==> config.mk <==
export PLATFORM = sky130hd
export DESIGN_NAME = phase_gate_pwm
export DESIGN_NICKNAME = d
export VERILOG_FILES = /design/src/rtl/pgp_pkg.sv /design/src/rtl/pgp_carrier.sv /design/src/rtl/pgp_duty_path.sv /design/src/rtl/pgp_line_seq.sv /design/src/rtl/phase_gate_pwm.sv
export SDC_FILE = /design/constraint.sdc
export NUM_CORES = 1
export LEC_CHECK = 0
export BUFFER_PORTS_ARGS = -buffer_cell sky130_fd_sc_hd__buf_2
export CORE_MARGIN = 5
export CORE_UTILIZATION = 59
export DETAILED_ROUTE_END_ITERATION = 10
export GPL_TIMING_DRIVEN = 0
export PLACE_DENSITY_LB_ADDON = 0.15
export SYNTH_ARGS = -nofsm -noshare
export SYNTH_HDL_FRONTEND = slang
export SYNTH_HIERARCHICAL = 1
export SYNTH_SLANG_ARGS = --single-unit
==> constraint.sdc <==
create_clock -name clk -period 7.4 [get_ports clk]
set_input_delay 1.11 -clock clk [delete_from_list [all_inputs] [get_ports clk]]
set_output_delay 1.11 -clock clk [all_outputs]
set_load 0.05 [all_outputs]
==> src/rtl/pgp_pkg.sv <==
package pgp_pkg;

  typedef enum logic [1:0] {
    LS_IDLE = 2'd0,
    LS_DEAD = 2'd1,
    LS_ON   = 2'd2
  } line_state_t;

  // Fractional product: both operands are fractions of 2^w, result truncated.
  function automatic logic [31:0] frac_mul(input logic [31:0] a,
                                           input logic [31:0] b,
                                           input int unsigned w);
    logic [63:0] prod;
    prod = 64'(a) * 64'(b);
    return 32'(prod >> w);
  endfunction

  // Upper limit.
  function automatic logic [31:0] clamp_max(input logic [31:0] v,
                                            input logic [31:0] lim);
    return (v > lim) ? lim : v;
  endfunction

endpackage

==> src/rtl/pgp_carrier.sv <==
module pgp_carrier #(
  parameter int W = 12
) (
  input  logic         clk,
  input  logic         rst,
  output logic [W-1:0] cnt,
  output logic         wrap
);
  localparam logic [W-1:0] LAST = '1;

  assign wrap = (cnt == LAST);

  always_ff @(posedge clk) begin
    if (rst) cnt <= '0;
    else     cnt <= cnt + W'(1);
  end
endmodule

==> src/rtl/pgp_duty_path.sv <==
module pgp_duty_path #(
  parameter int W = 12
) (
  input  logic         clk,
  input  logic         rst,
  input  logic         load,
  input  logic         shape,
  input  logic [W-1:0] p_cmd,
  input  logic [W-1:0] amag,
  input  logic [W-1:0] duty_max,
  output logic [W-1:0] duty_q
);
  import pgp_pkg::*;

  logic [31:0]  shaped;
  logic [W-1:0] duty_nxt;

  always_comb begin
    shaped   = shape ? frac_mul(32'(p_cmd), 32'(amag), W) : 32'(p_cmd);
    duty_nxt = W'(clamp_max(shaped, 32'(duty_max)));
  end

  always_ff @(posedge clk) begin
    if (rst)       duty_q <= '0;
    else if (load) duty_q <= duty_nxt;
  end
endmodule

==> src/rtl/pgp_line_seq.sv <==
module pgp_line_seq #(
  parameter int DTW = 8
) (
  input  logic           clk,
  input  logic           rst,
  input  logic           wrap,
  input  logic           pol_in,
  input  logic [DTW-1:0] dead_cycles,
  output logic           pos_on,
  output logic           neg_on,
  output logic           dead_active
);
  import pgp_pkg::*;

  line_state_t    st;
  logic           pol_act;
  logic [DTW-1:0] rem;
  logic           restart;

  assign restart     = wrap && ((st == LS_IDLE) || (pol_in != pol_act));
  assign dead_active = (st == LS_DEAD);
  assign pos_on      = (st == LS_ON) && pol_act;
  assign neg_on      = (st == LS_ON) && !pol_act;

  always_ff @(posedge clk) begin
    if (rst) begin
      st      <= LS_IDLE;
      pol_act <= 1'b0;
      rem     <= '0;
    end else if (restart) begin
      st      <= LS_DEAD;
      pol_act <= pol_in;
      rem     <= dead_cycles;
    end else if (st == LS_DEAD) begin
      if (rem <= DTW'(1)) st  <= LS_ON;
      else                rem <= rem - DTW'(1);
    end
  end
endmodule

==> src/rtl/phase_gate_pwm.sv <==
module phase_gate_pwm #(
  parameter int W   = 12,
  parameter int DTW = 8
) (
  input  logic           clk,
  input  logic           rst,
  input  logic           pol_pos,
  input  logic [W-1:0]   p1_cmd,
  input  logic [W-1:0]   p2_cmd,
  input  logic [W-1:0]   sine_mag,
  input  logic [W-1:0]   duty_max,
  input  logic [DTW-1:0] dead_cycles,
  output logic           sw_hf_a,
  output logic           sw_hf_b,
  output logic           sw_pos_a,
  output logic           sw_pos_b,
  output logic           sw_neg_a,
  output logic           sw_neg_b
);
  localparam int NPATH = 2;

  logic [W-1:0] carrier_cnt;
  logic         wrap_evt;
  logic         dead_active;
  logic         pos_on;
  logic         neg_on;
  logic [W-1:0] duty_q [NPATH];
  logic [W-1:0] d1_q;
  logic [W-1:0] d2_q;

  pgp_carrier #(.W(W)) u_carrier (
    .clk  (clk),
    .rst  (rst),
    .cnt  (carrier_cnt),
    .wrap (wrap_evt)
  );

  // Path 0 is shaped in the negative half cycle, path 1 in the positive one.
  for (genvar g = 0; g < NPATH; g++) begin : g_path
    localparam bit SHAPE_ON_POS = (g == 1);
    pgp_duty_path #(.W(W)) u_path (
      .clk      (clk),
      .rst      (rst),
      .load     (wrap_evt),
      .shape    (SHAPE_ON_POS ? pol_pos : !pol_pos),
      .p_cmd    ((g == 0) ? p1_cmd : p2_cmd),
      .amag     (sine_mag),
      .duty_max (duty_max),
      .duty_q   (duty_q[g])
    );
  end

  assign d1_q = duty_q[0];
  assign d2_q = duty_q[1];

  pgp_line_seq #(.DTW(DTW)) u_line (
    .clk         (clk),
    .rst         (rst),
    .wrap        (wrap_evt),
    .pol_in      (pol_pos),
    .dead_cycles (dead_cycles),
    .pos_on      (pos_on),
    .neg_on      (neg_on),
    .dead_active (dead_active)
  );

  assign sw_hf_a  = (carrier_cnt < d1_q);
  assign sw_hf_b  = (carrier_cnt < d2_q);
  assign sw_pos_a = pos_on;
  assign sw_pos_b = pos_on;
  assign sw_neg_a = neg_on;
  assign sw_neg_b = neg_on;
endmodule

After elaboration in Yosys (flattened, before gate mapping)
Index checks and enable logic that the tools add are counted.
{"block": "op_classes", "n_addsub": 2, "mul": 2, "magnitude_cmp": 5, "eq_ne": 5, "mux": 10, "reduce_logical": 12}
{"cell": "32-bit by 12-bit > comparator with 1-bit output", "n": 2}
{"cell": "12-bit by 12-bit multiplier with 24-bit output", "n": 2}
{"cell": "12-bit 2-to-1 mux", "n": 4}
{"cell": "12-bit < comparator", "n": 2}
{"cell": "8-bit 2-to-1 mux", "n": 3}
{"cell": "12-bit by 1-bit adder with 12-bit output (second input constant)", "n": 1}
{"cell": "12-bit equality test (second input constant)", "n": 1}
{"cell": "8-bit by 1-bit less-or-equal comparator with 1-bit output (second input constant)", "n": 1}
{"cell": "8-bit by 1-bit subtractor with 8-bit output (second input constant)", "n": 1}
{"cell": "2-bit AND reduction", "n": 3}
{"cell": "2-bit nonzero test", "n": 2}
{"cell": "1-bit logical AND", "n": 3}
{"cell": "1-bit 2-to-1 mux", "n": 3}
{"cell": "2-bit by 1-bit equality test with 1-bit output (second input constant)", "n": 1}
{"cell": "2-bit equality test (second input constant)", "n": 1}
{"cell": "2-bit zero test", "n": 1}
{"cell": "2-bit by 1-bit inequality test with 1-bit output (second input constant)", "n": 1}
{"cell": "2-bit OR reduction", "n": 1}
{"cell": "1-bit zero test", "n": 1}
{"cell": "1-bit logical OR", "n": 1}
{"cell": "1-bit inequality test", "n": 1}
{"block": "totals", "register_bits": 47, "inputBits": 59, "output_inout_bits": 6, "wordCells": 43}

Logic depth before layout (Yosys ltp)
Gate-level depths: netlist of the first run.
{"block": "depth", "ltp_word": 5, "depth_mapped": 31, "ltp_nobuf": 29}

Modules after synthesis
The synthesis of the first run kept the hierarchy.
{"module": "pgp_duty_path (g_path[0].u_path)", "n_inst": 1, "cells_each": 673, "area_per_inst_um2": 5627.9, "seq_area_each_um2": 240.2}
{"module": "pgp_duty_path (g_path[1].u_path)", "n_inst": 1, "cells_each": 662, "area_per_inst_um2": 5527.8, "seq_area_each_um2": 240.2}
{"module": "pgp_line_seq", "n_inst": 1, "cells_each": 74, "area_per_inst_um2": 661.9, "seq_area_each_um2": 220.2}
{"module": "phase_gate_pwm", "n_inst": 1, "cells_each": 79, "area_per_inst_um2": 591.8, "seq_area_each_um2": 0.0}
{"module": "pgp_carrier", "n_inst": 1, "cells_each": 56, "area_per_inst_um2": 508.0, "seq_area_each_um2": 240.2}

Worst setup path after synthesis of the first run
Ideal clock, no wire load.
{"block": "synth_path", "path_kind": "input port to flip-flop", "from": "input port sine_mag[5]", "to": "register g_path[0].u_path.duty_q[7]", "setup_time_ns": 0.093, "t_arrival_ns": 7.534, "required_ns": 7.307, "setup_slack_ns": -0.226, "stages": 25, "n_path_buf": 2, "path_cell_list": "clkbuf_1 -> nand2_1 -> fa_1 -> fa_1 -> fa_1 -> inv_1 -> fa_1 -> inv_1 -> fa_1 -> inv_1 -> ha_1 -> nand4_2 -> or4_4 -> and4b_4 -> o211ai_4 -> a41oi_1 -> xor2_1 -> mux2_2 -> ha_1 -> nand4_1 -> o21ai_0 -> o21a_1 -> clkbuf_1 -> nor2_1 -> o32ai_1"}
{"block": "synth_between", "elab_chain_len": 4}
{"item": "from (decl)", "line_no": "phase_gate_pwm.sv:10", "rtl": "input logic [W-1:0] sine_mag,"}
{"item": "12-bit by 12-bit multiplier with 24-bit output (*)", "line_no": "pgp_pkg.sv:14", "rtl": "prod = 64'(a) * 64'(b);"}
{"item": "12-bit 2-to-1 mux (*)", "line_no": "pgp_duty_path.sv:19", "rtl": "shaped = shape ? frac_mul(32'(p_cmd), 32'(amag), W) : 32'(p_cmd);"}
{"item": "32-bit by 12-bit > comparator with 1-bit output", "line_no": "pgp_pkg.sv:21", "rtl": "return (v > lim) ? lim : v;"}
{"item": "12-bit 2-to-1 mux (*)", "line_no": "pgp_pkg.sv:21"}
{"item": "to (signal assigned)", "line_no": "pgp_duty_path.sv:25", "rtl": "else if (load) duty_q <= duty_nxt;"}
{"item": "to (decl)", "line_no": "pgp_duty_path.sv:11", "rtl": "output logic [W-1:0] duty_q"}
Mark *: on every way between the ends. The rest lies on a longest branch, timed or not.
A chain may end at the register's enable or synchronous reset.

Worst setup path after layout of the first run
{"block": "layout_path", "from": "input port sine_mag[4]", "to": "register g_path[0].u_path.duty_q[1]"}
The elaborated chain is that of the path after synthesis.

==> flow_summary.ini, run 1 <==
[synthesis]
synth_top_area_share_pct = 30.69
synth_edf_count = 0
yosysTopAreaCell = fa_1
synth_common_cells = 303 x inv_1, 209 x nand2_1, 198 x fa_1
synthFlopType = dfxtp_1
syn_nets = 1966
ys_seq_area_share_pct = 7.284
yosysMostFrequentCell = inv_1
postSynth.asyncResetShare_pct = 0
syn_area_mm2 = 0.01292
synthCells = 1544
ys_types = 88
yosysWarnings = 6
ys_ff_latch = 47
synth.avg_cell_area_um2 = 8.366
yosys-top-cells-area = fa_1 31%, ha_1 16%, inv_1 8.8%

[setup_path]
critPathTopFamily = adder cells
crit_type = primary input to register
worst-path-max-fanout = 7
slowest_delay_ns = 0.57
rrSetupSlack_ns = 4.48
critical_path.endpoint_type = register
crit_required_ns = 7.61
crit_buf_inv = 6
crit_slowest_cell = fa_1
reg2reg_from = u_carrier/cnt[0]
r2r_cells = 8
cp-start-kind = primary input
crit_path_frequent_cell = fa_1
worst_ep_arrival_time_ns = 7.61
cp.depth = 27
rr_endpoint = g_path[1].u_path/duty_q[11]

[outcome]
violations = setup timing
outcome = finished, violations left

[floorplanning]
core_mm2 = 0.02169
start_util_pct = 59.56
die_w_um = 158.0
std_cell_rows = 54
die_area_mm2 = 0.02495
io_pins = 65
die_y_um = 158.0

[power_and_ir_drop]
p_int_mw = 2.621
power_switching_mw = 2.749
seqPwrFrac_pct = 4.8
leakagePower_nw = 7.431
ir_worst_vdd_v = 0.0002407
p_sw_share_pct = 51.19
p_per_area_mw_per_mm2 = 357.3
clkPwrFrac_pct = 5.5
combPwrFrac_pct = 89.7

[clock_network]
ctsHtreeMaxLevel = 2
clk_pin_slew_ns = 0.06
clk_latency_ns = 0.30
numClockSinks = 47
tritoncts = done
cts_root_buf = clkbuf_16
numCtsBuffers = 5
ctsLongestPathBuffers = 2

[sta]
rsz0062_at_grt = true
finalMaxSlewViolations = 0
period_minus_slack_ns = 7.401
max_freq_mhz = 135.1
max_slew_margin_pct = 57.39
worst_pin_slew_ns = 0.6391
hold_viol_final = 0
skew_ns = 0.009228
finalSetupViolCount = 1
holdWs_ns = 0.4823
period_share_pct = 100.0
setup_ws_ns = -0.001497
setup_tns_ns = -0.001497

[cells_and_area]
stdcell_count = 1934
n_fill_cell = 1768
drive_above_1_share_pct = 18.16
seqCellArea_um2 = 940.9
nets = 2073
layout-area-overhead-vs-synth_pct = 16.34
utilization_pct = 69.29
multi_input_area_mm2 = 0.01109

[placement]
gp_congestion = 0.9008
dp_cells = 1889
io_buffers = 64
dpl.hpwl_mm = 27.55

[grt]
grt_max_degree = 16
grt_pass1_vias = 11190
grt-ovfl-total = 0
antenna_found_initial = 1
track_usage_pct = 27.54
grt_pass1_wl_mm = 55.32

[route]
wirelength_mm = 34.48
ant_nets = 0
viasPerCell = 5.664
drt_iter0_drc = 695
vias = 10950
drc = 0
dr.pass1.iters = 6
wire_per_inst_um = 17.83

[min_path]
whs_endpoint = g_path[0].u_path/duty_q[0]
holdPathStages = 2
min_path_type = register to register
hp-start = g_path[0].u_path/duty_q[0]

[run]
maxCapViolCount = 0
layer usage:
metal	wire length, um	vias up	GRT usage, %
met4	833	0	6.458
li1	-	5179	-
met2	16440	345	45.60
met1	15160	5359	39.01
met5	0	-	0
met3	2041	71	3.335
placed cells by master, fill, tap and decap left out, types with 7 or more instances in the layout:
cell and n:
and2_1 120, nand2_1 197, xor2_1 7, a211oi_1 8, fa_2 11, fa_1 187
nand2_2 11, buf_6 13, a21oi_1 38, buf_4 48, buf_2 55, o211ai_1 8
a211o_1 7, nor3b_1 11, inv_1 293, dfxtp_1 47, clkbuf_1 15, inv_2 11
nand2b_1 9, a21o_1 24, nor2b_1 12, clkbuf_4 7, nor2_1 45, o21ai_0 24
ha_4 12, a211oi_2 7, xnor2_1 8, o21a_1 12, a21oi_2 8, clkbuf_2 9
nand3_1 13, buf_8 16, nor3_1 13, ha_1 149, nand4_1 15
final cells by class:
type	instances	share of cell area, %
Multi-Input combinational cell	1122	73.81
Inverter	304	7.593
Sequential cell	47	6.261
Timing Repair Buffer	106	4.846
Buffer	65	3.846
Tap cell	280	2.331
Clock buffer	5	0.8326
Clock inverter	3	0.4496
Antenna cell	2	0.03330
state kept, by name, summed over array words and instances, names as in the netlist:
name,flops
u_line/st,2
u_line/pol_act,1
g_path.u_path/duty_q,24
u_carrier/cnt,12
u_line/rem,8
power groups by stage:
stage                     clock, mW  sequential, mW  combinational [mW]
after floorplan                   0           0.261                3.00
after global routing          0.312           0.257                5.36
after CTS                     0.299           0.257                4.23
after global placement            0           0.262                3.76
final                         0.296           0.257                4.82
after detailed placement          0           0.262                3.84
kinds of logic after synthesis:
| kind of cell | Yosys count | share of synthesized area [%] |
|---|---|---|
| buf+inv | 375 | 11.09 |
| compound gates | 225 | 12.70 |
| fa+ha+maj | 363 | 46.67 |
| xor+xnor | 16 | 1.085 |
| simple gates | 506 | 20.20 |
| flops | 47 | 7.284 |
| mux | 12 | 0.9783 |
worst register-to-register path, stage by stage (launching register included):
cell and delay (ns):
dfxtp_1 0.44, ha_1 0.27, nand2_1 0.16, nor4_2 0.58, buf_4 0.27, clkbuf_1 0.32
clkbuf_1 0.42, nor3b_1 0.11, a211o_1 0.24
how the worst max path moves through the flow:
| stage | start | endpoint | slack (ns) |
|---|---|---|---|
| 2_1_floorplan | p1_cmd[5] | g_path[0].u_path/duty_q[9] | 0.007 |
| 3_3_place_gp | sine_mag[7] | g_path[0].u_path/duty_q[0] | -0.90 |
| 3_5_place_dp | p2_cmd[5] | g_path[1].u_path/duty_q[11] | -1.01 |
| 4_1_cts | sine_mag[5] | g_path[0].u_path/duty_q[9] | 0.0007 |
| 5_1_grt | p1_cmd[2] | g_path[0].u_path/duty_q[1] | -0.17 |
| 6_report | sine_mag[4] | g_path[0].u_path/duty_q[1] | -0.001 |
stage by stage:
step	worst slack, ns	total power [mW]	area (um^2)
global placement	-0.8997	4.024	13620
global route	-0.1686	5.929	15030
CTS	0.0007434	4.789	14440
detailed placement	-1.010	4.107	13630
floorplan	0.006924	3.258	12950
finish	-0.001497	5.370	15030
timing repair:
| item | CTS | global route |
|---|---|---|
| gates cloned | 2 | 1 |
| pin swaps | 23 | 88 |
| setup buffers | 23 | 15 |
| setup endpoints to repair | 24 | 24 |
| hold buffers | 0 | 0 |
| resized for setup | 121 | 163 |
Power figures use the tool's default switching activity.
==> inputs of run 2 (changes only) <==
- RECOVER_POWER: unset -> 50
==> flow_summary.ini, run 2 (synthesis results as in run 1) <==
[outcome]
outcome = finished, violations left
violations = setup timing

[grt]
antenna_found_initial = 1
track_usage_pct = 27.54
grt_pass1_vias = 11190
grt_pass1_wl_mm = 55.32
grt_max_degree = 16
grt-ovfl-total = 0

[setup_path]
reg2reg_from = u_carrier/cnt[0]
critical_path.endpoint_type = register
slowest_delay_ns = 0.57
rr_endpoint = g_path[1].u_path/duty_q[11]
crit_required_ns = 7.61
cp-start-kind = primary input
crit_slowest_cell = fa_1
rrSetupSlack_ns = 4.48
worst-path-max-fanout = 7
r2r_cells = 8
worst_ep_arrival_time_ns = 7.61
crit_type = primary input to register
crit_path_frequent_cell = fa_1

[run]
maxCapViolCount = 0

[clock_network]
numCtsBuffers = 5
hold_buffers = 0
numClockSinks = 47
tritoncts = done
clk_latency_ns = 0.30
cts_root_buf = clkbuf_16
ctsHtreeMaxLevel = 2
ctsLongestPathBuffers = 2
clk_pin_slew_ns = 0.06

[sta]
max_slew_margin_pct = 41.24
period_minus_slack_ns = 7.402
hold_viol_final = 0
worst_pin_slew_ns = 0.8722
period_share_pct = 100.0
max_freq_mhz = 135.1
finalMaxSlewViolations = 0
skew_ns = 0.009329
rsz0062_at_grt = true
holdWs_ns = 0.4824
finalSetupViolCount = 1
setup_ws_ns = -0.002199

[cells_and_area]
drive_above_1_share_pct = 17.86
largest_reg_flops = 24
nets = 2073
regMostFlops = g_path.u_path/duty_q
layout-area-overhead-vs-synth_pct = 16.29
multi_input_area_mm2 = 0.01109
seqCellArea_um2 = 940.9
mostFrequentLayoutCells = 293 x inv_1, 197 x nand2_1, 187 x fa_1, 149 x ha_1, 120 x and2_1
stdcell_count = 1934
final_common_cell = inv_1
top_regs = g_path.u_path/duty_q: 24 flops, u_carrier/cnt: 12 flops, u_line/rem: 8 flops
n_fill_cell = 1771

[route]
ant_nets = 0
viasPerCell = 5.665
dr.pass1.iters = 6
drt_iter0_drc = 687
vias = 10960
wire_per_inst_um = 17.83
drc = 0
wirelength_mm = 34.48

[placement]
gp_congestion = 0.9008
io_buffers = 64
dpl.hpwl_mm = 27.55
dp_cells = 1889

[floorplanning]
std_cell_rows = 54
die_y_um = 158.0
core_mm2 = 0.02169
die_area_mm2 = 0.02495
die_w_um = 158.0
start_util_pct = 59.56
io_pins = 65

[min_path]
hp-start = g_path[0].u_path/duty_q[0]
min_path_type = register to register
whs_endpoint = g_path[0].u_path/duty_q[0]
holdPathStages = 2

[power_and_ir_drop]
p_per_area_mw_per_mm2 = 357.5
ir_worst_vdd_v = 0.0002407
leakagePower_nw = 7.414
## run 2: area by class of cell
type / instances / share of cell area (%)
flip-flops and latches: 47 / 6.264
inverters: 304 / 7.596
clock buffers: 5 / 0.8329
plain buffers: 65 / 3.840
well taps: 280 / 2.332
repair buffers: 106 / 4.814
diodes: 2 / 0.03332
multi-input cells: 1122 / 73.84
clock inverters: 3 / 0.4498
## run 2: worst max-delay path, delay by kind of cell
kind	cells	cell delay [ns]
XOR/XNOR	1	0.18
AO/OA/AOI/OAI	5	1.07
AND/OR/NAND/NOR	7	1.34
adder cells (fa/ha/maj)	7	3.10
multiplexers	1	0.28
buffers and inverters	6	0.50
## run 2: through the flow
step                      worst slack [ns]    TNS, ns  utilization (%)  total power, mW  cell area [um^2]
after floorplan                   0.006924          0                -            3.258             12950
after global placement             -0.8997     -19.39            62.78            4.024             13620
after detailed placement            -1.010     -21.40            62.85            4.107             13630
after CTS                        0.0007434          0            66.56            4.789             14440
after global routing               -0.1686     -1.751            69.25            5.929             15020
final                            -0.002199  -0.002199            69.26            5.371             15020
## run 2: where the power goes
group	leakage (nW)	total, mW	internal [mW]	switching [mW]
sequential	0.379	0.257	0.254	0.00253
clock	0.0900	0.296	0.194	0.103
combinational	6.94	4.82	2.17	2.64
total	7.41	5.37	2.62	2.75
## run 2: layer usage
layer	vias to the layer above	global-route usage [%]	wire [um]	share of wire (%)
met4	0	6.458	782	2.3
met3	67	3.335	2012	5.8
met5	-	0	0	0
li1	5179	-	-	-
met2	340	45.60	16510	48
met1	5371	39.01	15180	44
## run 2: worst max path at each step
stage | start | endpoint
4_1_cts | sine_mag[5] | g_path[0].u_path/duty_q[9]
5_1_grt | p1_cmd[2] | g_path[0].u_path/duty_q[1]
3_3_place_gp | sine_mag[7] | g_path[0].u_path/duty_q[0]
3_5_place_dp | p2_cmd[5] | g_path[1].u_path/duty_q[11]
6_report | sine_mag[4] | g_path[0].u_path/duty_q[1]
2_1_floorplan | p1_cmd[5] | g_path[0].u_path/duty_q[9]
## run 2: timing repair
| action | CTS | global route |
|---|---|---|
| resized for setup | 121 | 163 |
| setup buffers | 23 | 15 |
| hold endpoints to repair | 0 | 0 |
| pin swaps | 23 | 88 |
| endpoints found under the setup margin | 24 | 24 |
| cloned | 2 | 1 |
